<file path="src/rtl/dch_pkg.sv">
package dch_pkg;

    typedef enum logic [1:0] {
        ST_IDLE    = 2'd0,
        ST_COUNT   = 2'd1,
        ST_SEND    = 2'd2,
        ST_RECOVER = 2'd3
    } arb_state_e;

    localparam int RUN_MAIN  = 0;
    localparam int RUN_QUIET = 1;
    localparam int RUN_NUM   = 2;

endpackage

</file>
<file path="src/rtl/dch_term_sel.sv">
module dch_term_sel #(
    parameter int CNT_W   = 4,
    parameter int HI_BASE = 8,
    parameter int LO_BASE = 10
) (
    input  logic             class_low,
    input  logic             level_hi,
    output logic [CNT_W-1:0] term_cnt,
    output logic [CNT_W-1:0] term_upper
);
    localparam logic [CNT_W-1:0] BASE_H = CNT_W'(HI_BASE);
    localparam logic [CNT_W-1:0] BASE_L = CNT_W'(LO_BASE);
    localparam logic [CNT_W-1:0] ONE    = CNT_W'(1);

    logic [CNT_W-1:0] base;

    // The user class picks the pair first; the internal level only adds one.
    always_comb begin
        base       = class_low ? BASE_L : BASE_H;
        term_cnt   = level_hi ? (base + ONE) : base;
        term_upper = base + ONE;
    end
endmodule

</file>
<file path="src/rtl/dch_run_cnt.sv">
module dch_run_cnt #(
    parameter int CNT_W = 4
) (
    input  logic             clk,
    input  logic             rst_n,
    input  logic             hold,
    input  logic             slot,
    input  logic             bit_in,
    input  logic [CNT_W-1:0] limit,
    output logic [CNT_W-1:0] cnt,
    output logic             reach
);
    logic [CNT_W:0]   inc;
    logic [CNT_W-1:0] cnt_nxt;

    always_comb begin
        inc   = {1'b0, cnt} + {{CNT_W{1'b0}}, 1'b1};
        reach = !hold && slot && bit_in && (inc >= {1'b0, limit});
        if (hold || reach) begin
            cnt_nxt = '0;
        end else if (slot) begin
            if (!bit_in)       cnt_nxt = '0;
            else if (inc[CNT_W]) cnt_nxt = cnt;
            else               cnt_nxt = inc[CNT_W-1:0];
        end else begin
            cnt_nxt = cnt;
        end
    end

    always_ff @(posedge clk or negedge rst_n) begin
        if (!rst_n) cnt <= '0;
        else        cnt <= cnt_nxt;
    end

    // a held counter is empty on the following cycle.
    assert_hold_clears_R7: assert property (@(posedge clk) disable iff (!rst_n)
        hold |=> (cnt == '0))
        else $error("run counter not cleared while held");

    // an echoed zero breaks the run.
    assert_zero_breaks_R2: assert property (@(posedge clk) disable iff (!rst_n)
        (slot && !bit_in) |=> (cnt == '0))
        else $error("run counter survived an echo zero");

    // an idle cycle leaves an active run untouched.
    assert_no_slot_stable_R1: assert property (@(posedge clk) disable iff (!rst_n)
        (!slot && !hold) |=> $stable(cnt))
        else $error("run counter moved without a slot");
endmodule

</file>
<file path="src/rtl/dch_ack_track.sv">
module dch_ack_track (
    input  logic clk,
    input  logic rst_n,
    input  logic frame_pulse,
    input  logic set_evt,
    input  logic clr_evt,
    output logic ack
);
    logic set_pend;
    logic clr_pend;

    always_ff @(posedge clk or negedge rst_n) begin
        if (!rst_n) begin
            set_pend <= 1'b0;
            clr_pend <= 1'b0;
            ack      <= 1'b0;
        end else begin
            if (frame_pulse) begin
                if (clr_pend)      ack <= 1'b0;
                else if (set_pend) ack <= 1'b1;
            end
            if (set_evt) begin
                set_pend <= 1'b1;
                clr_pend <= 1'b0;
            end else if (clr_evt) begin
                set_pend <= 1'b0;
                clr_pend <= 1'b1;
            end else if (frame_pulse) begin
                set_pend <= 1'b0;
                clr_pend <= 1'b0;
            end
        end
    end

    // the acknowledge rises only on a frame boundary.
    assert_ack_rise_on_frame_R10: assert property (@(posedge clk) disable iff (!rst_n)
        $rose(ack) |-> $past(frame_pulse))
        else $error("acknowledge rose off a frame pulse");

    // the acknowledge falls only on a frame boundary.
    assert_ack_fall_on_frame_R11: assert property (@(posedge clk) disable iff (!rst_n)
        $fell(ack) |-> $past(frame_pulse))
        else $error("acknowledge fell off a frame pulse");

    // grant and release never coincide.
    assert_events_exclusive_R11: assert property (@(posedge clk) disable iff (!rst_n)
        !(set_evt && clr_evt))
        else $error("grant and release in one cycle");
endmodule

</file>
<file path="src/rtl/dch_arbiter.sv">
module dch_arbiter
    import dch_pkg::*;
#(
    parameter int CNT_W   = 4,
    parameter int HI_BASE = 8,
    parameter int LO_BASE = 10
) (
    input  logic clk,
    input  logic rst_n,
    input  logic slot_valid,
    input  logic echo_bit,
    input  logic tx_dbit,
    input  logic frame_pulse,
    input  logic class_low,
    input  logic pkt_pending,
    input  logic pkt_done,
    output logic tx_en,
    output logic coll_irq,
    output logic fifo_flush,
    output logic dc_ack
);
    localparam int TOP_COUNT = LO_BASE + 1;

    initial begin
        if (TOP_COUNT >= (1 << CNT_W)) $error("CNT_W too narrow for LO_BASE");
        if (HI_BASE >= LO_BASE)        $error("HI_BASE must be below LO_BASE");
    end

    arb_state_e       state;
    arb_state_e       state_nxt;
    logic             level_hi;
    logic             collide;
    logic             grant;
    logic             finish_ok;
    logic             release_evt;
    logic [CNT_W-1:0] term_cnt;
    logic [CNT_W-1:0] term_upper;

    logic [RUN_NUM-1:0] run_hold;
    logic [RUN_NUM-1:0] run_reach;
    logic [CNT_W-1:0]   run_limit [RUN_NUM];
    logic [CNT_W-1:0]   run_val   [RUN_NUM];

    dch_term_sel #(
        .CNT_W  (CNT_W),
        .HI_BASE(HI_BASE),
        .LO_BASE(LO_BASE)
    ) u_term (
        .class_low (class_low),
        .level_hi  (level_hi),
        .term_cnt  (term_cnt),
        .term_upper(term_upper)
    );

    // Main run counts towards a grant; quiet run restores the level.
    always_comb begin
        run_hold[RUN_MAIN]   = (state != ST_COUNT) || !pkt_pending;
        run_limit[RUN_MAIN]  = term_cnt;
        run_hold[RUN_QUIET]  = (state != ST_RECOVER) || pkt_pending;
        run_limit[RUN_QUIET] = term_upper;
    end

    for (genvar g = 0; g < RUN_NUM; g++) begin : g_run
        dch_run_cnt #(.CNT_W(CNT_W)) u_run (
            .clk   (clk),
            .rst_n (rst_n),
            .hold  (run_hold[g]),
            .slot  (slot_valid),
            .bit_in(echo_bit),
            .limit (run_limit[g]),
            .cnt   (run_val[g]),
            .reach (run_reach[g])
        );
    end

    // Output process: Mealy decode of the present state and slot.
    always_comb begin
        collide     = (state == ST_SEND) && slot_valid && (tx_dbit != echo_bit);
        finish_ok   = (state == ST_SEND) && pkt_done && !collide;
        grant       = (state == ST_COUNT) && run_reach[RUN_MAIN];
        release_evt = collide || finish_ok;
        tx_en       = (state == ST_SEND) && !collide;
        coll_irq    = collide;
        fifo_flush  = collide;
    end

    // Next-state decode.
    always_comb begin
        state_nxt = state;
        unique case (state)
            ST_IDLE: begin
                if (pkt_pending) state_nxt = ST_COUNT;
            end
            ST_COUNT: begin
                if (!pkt_pending)  state_nxt = level_hi ? ST_RECOVER : ST_IDLE;
                else if (grant)    state_nxt = ST_SEND;
            end
            ST_SEND: begin
                if (collide) begin
                    if (pkt_pending)   state_nxt = ST_COUNT;
                    else if (level_hi) state_nxt = ST_RECOVER;
                    else               state_nxt = ST_IDLE;
                end else if (finish_ok) begin
                    state_nxt = pkt_pending ? ST_COUNT : ST_RECOVER;
                end
            end
            ST_RECOVER: begin
                if (pkt_pending)                 state_nxt = ST_COUNT;
                else if (run_reach[RUN_QUIET])   state_nxt = ST_IDLE;
            end
            default: state_nxt = ST_IDLE;
        endcase
    end

    // State register.
    always_ff @(posedge clk or negedge rst_n) begin
        if (!rst_n) state <= ST_IDLE;
        else        state <= state_nxt;
    end

    // Internal priority level.
    always_ff @(posedge clk or negedge rst_n) begin
        if (!rst_n) begin
            level_hi <= 1'b0;
        end else if (finish_ok) begin
            level_hi <= 1'b1;
        end else if ((state == ST_RECOVER) && run_reach[RUN_QUIET]) begin
            level_hi <= 1'b0;
        end
    end

    dch_ack_track u_ack (
        .clk        (clk),
        .rst_n      (rst_n),
        .frame_pulse(frame_pulse),
        .set_evt    (grant),
        .clr_evt    (release_evt),
        .ack        (dc_ack)
    );

    // the grant follows an echoed one.
    assert_grant_after_one_R4: assert property (@(posedge clk) disable iff (!rst_n)
        $rose(tx_en) |-> $past(slot_valid && echo_bit))
        else $error("grant without a completing echo one");

    // a clean slot keeps the channel.
    assert_hold_channel_R4: assert property (@(posedge clk) disable iff (!rst_n)
        ((state == ST_SEND) && !pkt_done && !(slot_valid && (tx_dbit != echo_bit)))
        |=> (state == ST_SEND))
        else $error("channel dropped without cause");

    // the channel is gone after a collision.
    assert_coll_releases_R6: assert property (@(posedge clk) disable iff (!rst_n)
        coll_irq |=> !tx_en)
        else $error("still sending after collision");

    // the level rises only after a clean finish.
    assert_level_rise_R8: assert property (@(posedge clk) disable iff (!rst_n)
        $rose(level_hi) |-> $past((state == ST_SEND) && pkt_done && !coll_irq))
        else $error("level rose without a clean finish");

    // the level falls only while recovering.
    assert_level_fall_R9: assert property (@(posedge clk) disable iff (!rst_n)
        $fell(level_hi) |-> $past(state == ST_RECOVER))
        else $error("level fell outside recovery");
endmodule

</file>
<file path="config.mk">
export PLATFORM = sky130hd
export DESIGN_NAME = dch_arbiter
export DESIGN_NICKNAME = d
export VERILOG_FILES = /design/src/rtl/dch_pkg.sv /design/src/rtl/dch_term_sel.sv /design/src/rtl/dch_run_cnt.sv /design/src/rtl/dch_ack_track.sv /design/src/rtl/dch_arbiter.sv
export SDC_FILE = /design/constraint.sdc
export NUM_CORES = 1
export LEC_CHECK = 0
export BUFFER_PORTS_ARGS = -buffer_cell sky130_fd_sc_hd__buf_2
export CORE_MARGIN = 2
export CORE_UTILIZATION = 45
export DETAILED_ROUTE_END_ITERATION = 6
export SYNTH_ARGS = -nofsm -noshare
export SYNTH_HDL_FRONTEND = slang
export SYNTH_HIERARCHICAL = 1
export SYNTH_SLANG_ARGS = --single-unit
</file>
<file path="constraint.sdc">
create_clock -name clk -period 5.3 [get_ports clk]
set_clock_uncertainty 0.15 [all_clocks]
set_input_delay 0.53 -clock clk [delete_from_list [all_inputs] [get_ports clk]]
set_output_delay 0.53 -clock clk [all_outputs]
set_load 0.05 [all_outputs]
</file>
**Word level (Yosys, flattened, before mapping)**

Index checks and enable logic that the tools add are counted.
Widths: inputs -> output; s select.

- Bits in registers: 14
- Input port bits: 9
- Word-level logic and storage cells: 86

- $add $sub $neg: 3
- Magnitude comparators: 2
- Eq/ne operators: 12
- Multiplexer cells: 30
- Reduce and logical (&&, ||, !) cells: 32

Operators with widths:

| kind | count |
|---|---|
| $mux 4 | 9 |
| $mux 2 | 11 |
| $logic_and 1x1->1 | 13 |
| $ne 3x3->1 const B | 4 |
| $add 4x1->5 const B | 2 |
| $ge 5x4->1 | 2 |
| $mux 1 | 9 |
| $pmux 2 s4 | 1 |
| $reduce_bool 2->1 | 4 |
| $reduce_and 2->1 | 3 |
| $logic_or 1x1->1 | 5 |
| $add 4x1->4 const B | 1 |
| $eq 2x2->1 const B | 2 |
| $logic_not 1->1 | 4 |
| $ne 2x2->1 const B | 2 |
| $reduce_and 4->1 | 1 |
| $ne 3x2->1 const B | 1 |
| $reduce_bool 3->1 | 1 |
| $eq 2x1->1 const B | 1 |
| $logic_not 2->1 | 1 |
| $ne 2x1->1 const B | 1 |
| $ne 1x1->1 | 1 |

**Depth between registers and ports, before layout**

Gate-level depths: netlist (run 1).

- Depth in word-level cells: 10
- Depth in mapped cells: 10
- Depth with buffers taken out: 10

**Cells and area by module**

Netlist (run 1), hierarchy kept.

By module, submodules not included:

| module | times used | cells each | area an instance (sq um) | seq. area each (sq um) |
|---|---|---|---|---|
| dch_run_cnt | 2 | 40 | 365.4 | 100.1 |
| dch_arbiter | 1 | 33 | 284.0 | 75.1 |
| dch_ack_track | 1 | 10 | 115.1 | 75.1 |
| dch_term_sel | 1 | 10 | 67.6 | 0.0 |

**Worst setup path after synthesis (run 1)**

No wires, ideal clock.

- Path kind: input to output
- From: in echo_bit
- To: out fifo_flush
- Arrival time: 1.883 ns
- Data required time: 4.620 ns
- Path slack: 2.737 ns
- Cell stages on the path: 4
- Path buffers: 1
- Cells stage by stage: xor2_2 nand2_1 nor2_1 buf_4

- Cells in the longest elaborated chain, start to end: 2

RTL lines:

| item | RTL line | source |
|---|---|---|
| start, declared | dch_arbiter.sv:11 | `input logic echo_bit,` |
| $ne 1x1->1 | dch_arbiter.sv:78 | `collide = (state == ST_SEND) && slot_valid && (tx_dbit != echo_bit);` |
| $logic_and 1x1->1 | dch_arbiter.sv:78 |  |
| end, declared | dch_arbiter.sv:19 | `output logic fifo_flush,` |

Every way passes these cells.

**Worst setup path after layout (run 1)**

- From: reg g_run[1].u_run.cnt[0]
- To: reg state[1]

- Cells in the longest elaborated chain, start to end: 5

RTL lines:

| item | RTL line | source |
|---|---|---|
| start, declared | dch_run_cnt.sv:10 | `output logic [CNT_W-1:0] cnt,` |
| start signal, assigned | dch_run_cnt.sv:32 | `else cnt <= cnt_nxt;` |
| $add 4x1->5 | dch_run_cnt.sv:17 | `inc = {1'b0, cnt} + {{CNT_W{1'b0}}, 1'b1};` |
| $ge 5x4->1 | dch_run_cnt.sv:18 | `reach = !hold && slot && bit_in && (inc >= {1'b0, limit});` |
| $logic_and 1x1->1 | dch_run_cnt.sv:18 |  |
| via run_reach[1] | dch_arbiter.sv:40 | `logic [RUN_NUM-1:0] run_reach;` |
| $ne 3x2->1 (no source line) | - |  |
| $reduce_and 4->1 (no source line) | - |  |
| end signal, assigned | dch_arbiter.sv:118 | `else state <= state_nxt;` |
| end, declared | dch_arbiter.sv:29 | `arb_state_e state;` |

The timed path passes the listed nets, and every way through them passes these cells.
A chain may end at the register's enable or synchronous reset.

==> flow_summary.json, run 1 <==
{
  "die_h_um": 55.6,
  "critPathRequiredTime_ns": 5.32,
  "layout_commonest_cell": "dfrtp_1",
  "min_path_type": "in2reg",
  "r2r_cells": 9,
  "r2r-start": "g_run[1].u_run/cnt[0]$_DFFE_PN0P_",
  "final_area_um2": 1270,
  "vias_per_cell": 5.39,
  "fin_cells": 172,
  "die_area_um2": 3090,
  "holdWs_ns": 0.308,
  "drt-total-wl_um": 2140,
  "min-delay-start": "frame_pulse",
  "start_kind": "register",
  "fmax_mhz": 364,
  "vias": 927,
  "wl_per_cell_um": 12.5,
  "drt.antenna.violating_nets": 0,
  "synth_top_cell_by_area": "dfrtp_1",
  "finalWeightedCongestion": 0.723,
  "fin_nets": 162,
  "grt_overflow": 0,
  "die_w_um": 55.6,
  "start_util": 0.479,
  "layout_common_cells": "dfrtp_1 (14), inv_1 (13), buf_2 (12)",
  "p_total_mw": 0.344,
  "cp_slowest_cell": "dfrtp_1",
  "finalHoldViolations": 0,
  "fin_crit_sh": 0.518,
  "ys_seq_elements": 14,
  "grt_pass1_wl_um": 4000,
  "synth_top_area_frac": 0.293,
  "outcome": "completed",
  "clockBufferDepth": 2,
  "top_usage_layer": "met2",
  "slew_viol_final": 0,
  "cts_setup_buffers": 0,
  "syn_to_final_growth_pct": 5.96,
  "drive_above_1_share": 0.218,
  "gr-usage-met3": 0.0442,
  "antenna_found_initial": 0,
  "tns_ns": 0,
  "grt.total_usage": 0.160,
  "grt_pass1_vias": 888,
  "cts_tree": "yes",
  "fin_crit_ns": 2.75,
  "drt_iter0_drc": 24,
  "avgSynthCellArea_um2": 9.00,
  "rrSetupSlack_ns": 2.55,
  "final-setup-viol-count": 0,
  "dp.cells": 167,
  "diodes": 0,
  "crit_chain": "ha_1, xor2_1, ha_1, a21o_1, a31oi_1, o22ai_1, nor2b_1, o22ai_1, a221o_1",
  "grtUsageMet2": 0.245,
  "cts_inserted_buffers": 3,
  "timing.rr.end": "state[1]$_DFFE_PN0P_",
  "synthDistinctLibCells": 38,
  "final.setup.worst_slack_ns": 2.55,
  "path_max_fanout": 5,
  "yosysSeqAreaShare": 0.293,
  "firstDrtPassIters": 4,
  "use_met1": 0.226,
  "rsz0062_at_grt": "no",
  "clkSinkCount": 14,
  "syn_area_um2": 1200,
  "cts_root_buffer": "clkbuf_4",
  "max_cap_viol_count": 0,
  "core_area_um2": 2500,
  "worst_ir_drop_vdd_uv": 242,
  "final_util": 0.508,
  "critical_path_arrival_ns": 2.76,
  "cts.htree.levels": 1,
  "powerDensity_nw_per_um2": 271,
  "drc": 0,
  "synth_area_leaders": "dfrtp_1 (29%), ha_1 (10%), buf_4 (5.6%)",
  "ys_warn_count": 6,
  "hpwl_um": 1630,
  "synth_cells": 133,
  "worst_setup_path_end_kind": "register",
  "place_ws_ns": 2.56,
  "rows": 18,
  "critPathMaxStageDelay_ns": 0.45,
  "io_buffers": 12,
  "grt_max_degree": 19,
  "ios": 13,
  "dpl-instance-area_um2": 1220,
  "clkTransAtPathRegs_ns": 0.09,
  "clkLatencyLatePin_ns": 0.28,
  "critPathLaunch": "g_run[1].u_run/cnt[0]$_DFFE_PN0P_",
  "p_leak_nw": 0.616,
  "endpoint": "state[1]$_DFFE_PN0P_",
  "worstSetupPathType": "reg2reg"
}
## critical path: cells and delay by family (launching register included)
kind	cells	cell delay, ns
and+or+nand+nor	1	0.28
DFF	1	0.45
adders and majority gates	2	0.60
xor gates and xnor gates	1	0.17
AOI/OAI and AO/OA	5	0.99
## power breakdown
group          internal, mW  total (mW)  leakage, nW  switching (mW)
registers             0.125       0.151        0.183          0.0265
logic                0.0467       0.117        0.412          0.0698
clock network        0.0418      0.0765       0.0210          0.0347
## logic make-up (layout without fill, tap and decap cells)
logic type | Yosys count | after routing | synth area share
compound gates | 35 | 35 | 0.212
flops | 14 | 14 | 0.293
xor+xnor | 5 | 5 | 0.0554
mux | 1 | 1 | 0.00836
buf+inv | 24 | 30 | 0.111
simple gates | 42 | 42 | 0.210
other cells | 2 | 5 | 0.00627
fa+ha+maj | 10 | 10 | 0.104
## worst min path at each step
stage / to / slack (ns) / cells past startpoint
floorplan: g_run[0].u_run/cnt[0]$_DFFE_PN0P_ / 0.08 / 0
global placement: u_ack/ack$_DFFE_PN0P_ / 0.28 / 1
detailed placement: g_run[0].u_run/cnt[3]$_DFFE_PN0P_ / 0.30 / 1
CTS: u_ack/ack$_DFFE_PN0P_ / 0.29 / 2
global route: u_ack/ack$_DFFE_PN0P_ / 0.30 / 2
finish: u_ack/ack$_DFFE_PN0P_ / 0.31 / 2
## area by class of cell
cell class | instances | area (µm²)
fill | 252 | 1230
inverter | 13 | 48.8
tap | 30 | 37.5
sequential | 14 | 350
multi-input combinational | 98 | 726
clock buffer | 4 | 36.3
timing repair buffer | 13 | 70.1
## timing repair
action                                 CTS  global route
gates resized for setup                  0             0
endpoints found under the hold margin   14             0
hold buffers                             1             0
## registers in the layout (all words and copies together) (netlist names)
name / count
g_run.u_run/cnt: 8
level_hi: 1
state: 2
u_ack/ack: 1
u_ack/clr_pend: 1
u_ack/set_pend: 1
## layer usage
| layer | vias to the layer above | part of all wire |
|---|---|---|
| li1 | 483 | - |
| met1 | 422 | 0.50 |
| met4 | 0 | 0.0070 |
| met5 | - | 0 |
| met2 | 20 | 0.45 |
| met3 | 2 | 0.037 |
## synthesized netlist by cell type
library cell and number:
a21oi_1 5, buf_6 1, nand2b_2 1, nor2_1 4, xor2_1 2, nand4b_1 1, nor2b_1 2, nand2b_1 4
nor3_1 2, a21oi_2 1, nand3_2 4, o211ai_1 1, a211oi_1 5, nand3b_1 4, mux2i_1 1, o22ai_1 3
buf_4 9, a211oi_2 2, a221o_1 1, a31oi_1 5, o21ai_2 2, and3b_1 1, buf_2 1, a22oi_1 2
xor2_2 1, a31o_2 2, inv_1 13, dfrtp_1 14, a21o_1 3, nand2_1 9, nand4_1 4, xnor2_2 2
conb_1 2, a21boi_0 1, o21ai_0 2, or3_1 3, ha_1 10, nand3_1 3
Power figures use the tool's default switching activity.
==> run 2, diff against run 1 <==
==> constraint.sdc (replaced) <==
create_clock -name clk -period 2.9 [get_ports clk]
set_clock_uncertainty 0.15 [all_clocks]
set_input_delay 0.29 -clock clk [delete_from_list [all_inputs] [get_ports clk]]
set_output_delay 0.29 -clock clk [all_outputs]
set_load 0.05 [all_outputs]
==> flow_summary.json, run 2 (same netlist as run 1, synthesis figures left out) <==
{
  "outcome": "completed",
  "cts.htree.levels": 1,
  "vias_per_cell": 5.57,
  "cts_inserted_buffers": 3,
  "final-setup-viol-count": 0,
  "rsz0062_at_grt": "no",
  "start_util": 0.479,
  "tns_ns": 0,
  "diodes": 0,
  "max_cap_viol_count": 0,
  "dpl-instance-area_um2": 1230,
  "syn_to_final_growth_pct": 6.58,
  "worst_setup_path_end_kind": "register",
  "drt-total-wl_um": 2200,
  "cts_root_buffer": "clkbuf_4",
  "io_buffers": 12,
  "clockBufferDepth": 2,
  "clkTransAtPathRegs_ns": 0.09,
  "path_max_fanout": 5,
  "seqCellArea_um2": 350,
  "vias": 964,
  "grt_pass1_wl_um": 3820,
  "final_util": 0.511,
  "drt_iter0_drc": 12,
  "die_h_um": 55.6,
  "worstSetupPathType": "reg2reg",
  "layout_commonest_cell": "dfrtp_1",
  "grt_max_degree": 19,
  "rows": 18,
  "crit_family": "compound AO/OA/AOI/OAI gates",
  "cp_slowest_cell": "dfrtp_1",
  "largest_reg_flops": 8,
  "fin_nets": 163,
  "crit_buf_inv": 0,
  "drt.antenna.violating_nets": 0,
  "fin_crit_ns": 2.71,
  "firstDrtPassIters": 4,
  "finalWeightedCongestion": 0.784,
  "clkLatencyLatePin_ns": 0.28,
  "critPathRequiredTime_ns": 2.92,
  "final_area_um2": 1280,
  "hpwl_um": 1690,
  "p_leak_nw": 0.621,
  "core_area_um2": 2500,
  "crit_chain": "ha_1, xor2_1, ha_1, a21o_1, a31oi_1, o22ai_1, nor2b_1, o22ai_1, a221o_1",
  "finalHoldViolations": 0,
  "fin_crit_sh": 0.935,
  "critical_path_arrival_ns": 2.73,
  "grt.total_usage": 0.150,
  "cts_tree": "yes",
  "start_kind": "register",
  "clkSinkCount": 14,
  "antenna_found_initial": 0,
  "ios": 13,
  "regMostFlops": "g_run.u_run/cnt",
  "fillers": 239,
  "cts_setup_buffers": 0,
  "powerDensity_nw_per_um2": 496,
  "min_path_type": "in2reg",
  "worst_ir_drop_vdd_uv": 640,
  "wl_per_cell_um": 12.7,
  "critPathMaxStageDelay_ns": 0.44,
  "grt_overflow": 0,
  "drc": 0,
  "slew_viol_final": 0,
  "die_area_um2": 3090,
  "grt_pass1_vias": 882,
  "fmax_mhz": 369,
  "reg_top3": "g_run.u_run/cnt: 8 flops, state: 2 flops",
  "multi_input_area_um2": 726,
  "die_w_um": 55.6,
  "layout_common_cells": "dfrtp_1 (14), inv_1 (13), buf_2 (12)",
  "drive_above_1_share": 0.224
}
run 2: cell types whose count changed in the layout (fill, tap and decap cells not counted), sizes merged:
| cell | before | now |
|---|---|---|
| buf | 12 | 13 |
run 2: area by class of cell:
class | count | area share
Timing Repair Buffer | 14 | 0.0608
Sequential cell | 14 | 0.275
Clock buffer | 4 | 0.0284
Tap cell | 30 | 0.0294
Multi-Input combinational cell | 98 | 0.569
Inverter | 13 | 0.0382
run 2: final timing paths:
check / startpoint / endpoint / slack, ns / cells after the start
max reg2reg: g_run[1].u_run/cnt[0]$_DFFE_PN0P_ / state[1]$_DFFE_PN0P_ / 0.19 / 9
min: frame_pulse / u_ack/ack$_DFFE_PN0P_ / 0.06 / 2
max in group asynchronous: rst_n / level_hi$_DFFE_PN0P_ / 2.09 / 2
min in group asynchronous: rst_n / g_run[0].u_run/cnt[2]$_DFFE_PN0P_ / 0.27 / 2
min reg2reg: u_ack/clr_pend$_DFFE_PN0P_ / u_ack/ack$_DFFE_PN0P_ / 0.30 / 1
max: g_run[1].u_run/cnt[0]$_DFFE_PN0P_ / state[1]$_DFFE_PN0P_ / 0.19 / 9
run 2: repair_timing:
action | 4_1_cts | 5_1_grt
resized for setup | 0 | 0
hold buffers | 1 | 0
hold endpoints to repair | 14 | 0
run 2: metrics by stage:
stage               cells  setup WS (ns)  total power, mW  hold WS (ns)
floorplan             136          0.435            0.453        -0.156
global placement      168          0.302            0.487        0.0611
detailed placement    168          0.230            0.493        0.0582
CTS                   173          0.212            0.639        0.0486
global route          173         0.0178            0.677        0.0470
finish                173          0.190            0.633        0.0566
run 2: power by group:
group	internal [mW]	switching (mW)	total [mW]
registers	0.228	0.0479	0.276
clock network	0.0764	0.0670	0.143
logic	0.0856	0.128	0.213
total	0.390	0.243	0.633
run 2: worst register-to-register path, cell delays in order (launching register included):
cell,delay (ns)
dfrtp_1,0.44
ha_1,0.29
xor2_1,0.17
ha_1,0.30
a21o_1,0.11
a31oi_1,0.04
o22ai_1,0.36
nor2b_1,0.28
o22ai_1,0.12
a221o_1,0.35
run 2: layer usage:
layer	share of wire	track usage	routed length, µm
met5	0	0	0
met4	0	0.0174	0
met3	0.037	0.0512	82
met2	0.47	0.257	1050
met1	0.49	0.189	1070
==> run 3, diff against run 2 <==
--- a/config.mk
+++ b/config.mk
@@ -11,5 +11,4 @@
 export DETAILED_ROUTE_END_ITERATION = 6
 export SYNTH_ARGS = -nofsm -noshare
 export SYNTH_HDL_FRONTEND = slang
-export SYNTH_HIERARCHICAL = 1
 export SYNTH_SLANG_ARGS = --single-unit
==> flow_summary.json, run 3 <==
{
  "async_reset_ff_frac": 1.00,
  "synth_edf_count": 0,
  "vias_per_cell": 5.77,
  "cts.htree.levels": 1,
  "start_util": 0.482,
  "grt_pass1_wl_um": 3750,
  "finalHoldViolations": 0,
  "synthDistinctLibCells": 35,
  "final_area_um2": 1070,
  "powerDensity_nw_per_um2": 563,
  "crit_chain": "ha_1, ha_1, nor2b_1, o311ai_1, o22ai_1, or2_0, a311oi_2",
  "core_area_um2": 2000,
  "final-setup-viol-count": 0,
  "grt_overflow": 0,
  "hpwl_um": 1550,
  "yosysSeqAreaShare": 0.363,
  "cts_inserted_buffers": 3,
  "ys_warn_count": 0,
  "ios": 13,
  "regMostFlops": "g_run.u_run.cnt",
  "io_buffers": 12,
  "critical_path_arrival_ns": 2.46,
  "fin_cells": 155,
  "tns_ns": 0,
  "vias": 894,
  "final.setup.worst_slack_ns": 0.489,
  "worst_pin_slew_ns": 0.388,
  "p_leak_nw": 0.497,
  "synth_cells": 116,
  "wl_per_cell_um": 13.7,
  "cts_setup_buffers": 0,
  "clkTransAtPathRegs_ns": 0.10,
  "firstDrtPassIters": 4,
  "synth_top_cell_by_area": "dfrtp_1",
  "outcome": "completed",
  "syn-num-nets": 130,
  "drt.antenna.violating_nets": 0,
  "synth.most_common_cell": "dfrtp_1",
  "slew_viol_final": 0,
  "holdWs_ns": 0.0509,
  "finalWeightedCongestion": 0.823,
  "fin_crit_sh": 0.831,
  "clkLatencyLatePin_ns": 0.29,
  "min_path_type": "in2reg",
  "drt-total-wl_um": 2130,
  "clockBufferDepth": 2,
  "rsz0062_at_grt": "no",
  "place_ws_ns": 0.512,
  "die_w_um": 50.3,
  "fin_crit_ns": 2.41,
  "synth_common_cells": "dfrtp_1 (14), nand2_1 (12), nor2_1 (10), nand3_1 (9)",
  "post_cts_resized": 0,
  "reg_top3": "g_run.u_run.cnt: 8 flops, state: 2 flops",
  "clkSinkCount": 14,
  "syn_area_um2": 965,
  "rows": 16,
  "die_h_um": 50.3,
  "diodes": 0,
  "fmax_mhz": 415,
  "worst_ir_drop_vdd_uv": 405,
  "grt_pass1_vias": 882,
  "cp_slowest_cell": "dfrtp_1",
  "crit_top_cell": "ha_1",
  "worstSetupPathType": "reg2reg",
  "grt.total_usage": 0.192,
  "syn_to_final_growth_pct": 11.4,
  "layout_commonest_cell": "dfrtp_1",
  "die_area_um2": 2530,
  "fin_nets": 143,
  "dp.cells": 150,
  "fillers": 200,
  "critPathRequiredTime_ns": 2.95,
  "path_max_fanout": 6,
  "p_total_mw": 0.605,
  "avgSynthCellArea_um2": 8.32,
  "cts_root_buffer": "clkbuf_4",
  "layout_common_cells": "dfrtp_1 (14), nand2_1 (12), buf_2 (12)",
  "cts_tree": "yes",
  "worst_setup_path_end_kind": "register",
  "drive_above_1_share": 0.156,
  "synth-main-ff-cell": "dfrtp_1",
  "slew_headroom": 0.741,
  "ys_seq_elements": 14,
  "final_util": 0.537,
  "antenna_found_initial": 0,
  "start_kind": "register",
  "dpl-instance-area_um2": 1030,
  "drc": 0,
  "critPathMaxStageDelay_ns": 0.44,
  "synth_top_area_frac": 0.363,
  "max_cap_viol_count": 0,
  "grt_max_degree": 17,
  "synth_area_leaders": "dfrtp_1 (36%), ha_1 (6.5%), nand3_1 (4.7%)",
  "largest_reg_flops": 8,
  "drt_iter0_drc": 18
}
## run 3: cell types whose count changed in the layout (fill, tap and decap cells not counted), moves of 4 or more
| cell | delta |
|---|---|
| a31oi_1 | -5 |
| conb_1 | -5 |
| ha_1 | -5 |
| inv_1 | -6 |
| nand3_1 | +6 |
| nand3_2 | -4 |
| nor2_1 | +6 |
| o21ai_0 | +6 |
## run 3: worst paths after layout
path | from | to | slack [ns] | depth (start not counted)
setup / recovery | g_run[1].u_run.cnt[0]$_DFFE_PN0P_ | state[1]$_DFFE_PN0P_ | 0.49 | 7
hold / removal | frame_pulse | u_ack.ack$_DFFE_PN0P_ | 0.05 | 2
setup reg to reg | g_run[1].u_run.cnt[0]$_DFFE_PN0P_ | state[1]$_DFFE_PN0P_ | 0.49 | 7
hold reg to reg | u_ack.clr_pend$_DFFE_PN0P_ | u_ack.ack$_DFFE_PN0P_ | 0.31 | 1
max in group asynchronous | rst_n | g_run[1].u_run.cnt[3]$_DFFE_PN0P_ | 2.09 | 2
min in group asynchronous | rst_n | g_run[0].u_run.cnt[2]$_DFFE_PN0P_ | 0.26 | 2
## run 3: per-layer routing
metal | global-route usage | share of wire | vias to the layer above
li1 | - | - | 448
met5 | 0 | 0 | -
met1 | 0.251 | 0.49 | 423
met3 | 0.0298 | 0.043 | 4
met4 | 0.0541 | 0.0099 | 0
met2 | 0.327 | 0.45 | 19
## run 3: logic make-up (layout without fill, tap and decap cells)
family          after synthesis  in the layout  synth area share
compound gates               34             34             0.244
xor+xnor                      3              3            0.0272
fa+ha+maj                     5              5            0.0649
buf+inv                      12             24            0.0584
flops                        14             14             0.363
simple gates                 48             48             0.243
## run 3: cell type report
type | count | area (µm²) | area share
Clock buffer | 4 | 36.3 | 0.0338
Multi-Input combinational cell | 90 | 558 | 0.519
Tap cell | 27 | 33.8 | 0.0314
Sequential cell | 14 | 350 | 0.326
Timing Repair Buffer | 13 | 70.1 | 0.0652
Inverter | 7 | 26.3 | 0.0244
## run 3: timing repair
item,4_1_cts,5_1_grt
endpoints found under the hold margin,14,0
hold buffers,1,0
setup endpoints to repair,0,0
## run 3: worst max-delay path: cells and delay by family (launching register included)
family | cells | cell delay (ns)
and+or+nand+nor | 2 | 0.47
AOI/OAI and AO/OA | 3 | 0.65
DFF | 1 | 0.44
adders and majority gates | 2 | 0.61
## run 3: power breakdown
group	internal (mW)	leakage, nW	switching (mW)
logic	0.0798	0.290	0.114
registers	0.222	0.186	0.0414
clock network	0.0764	0.0210	0.0703
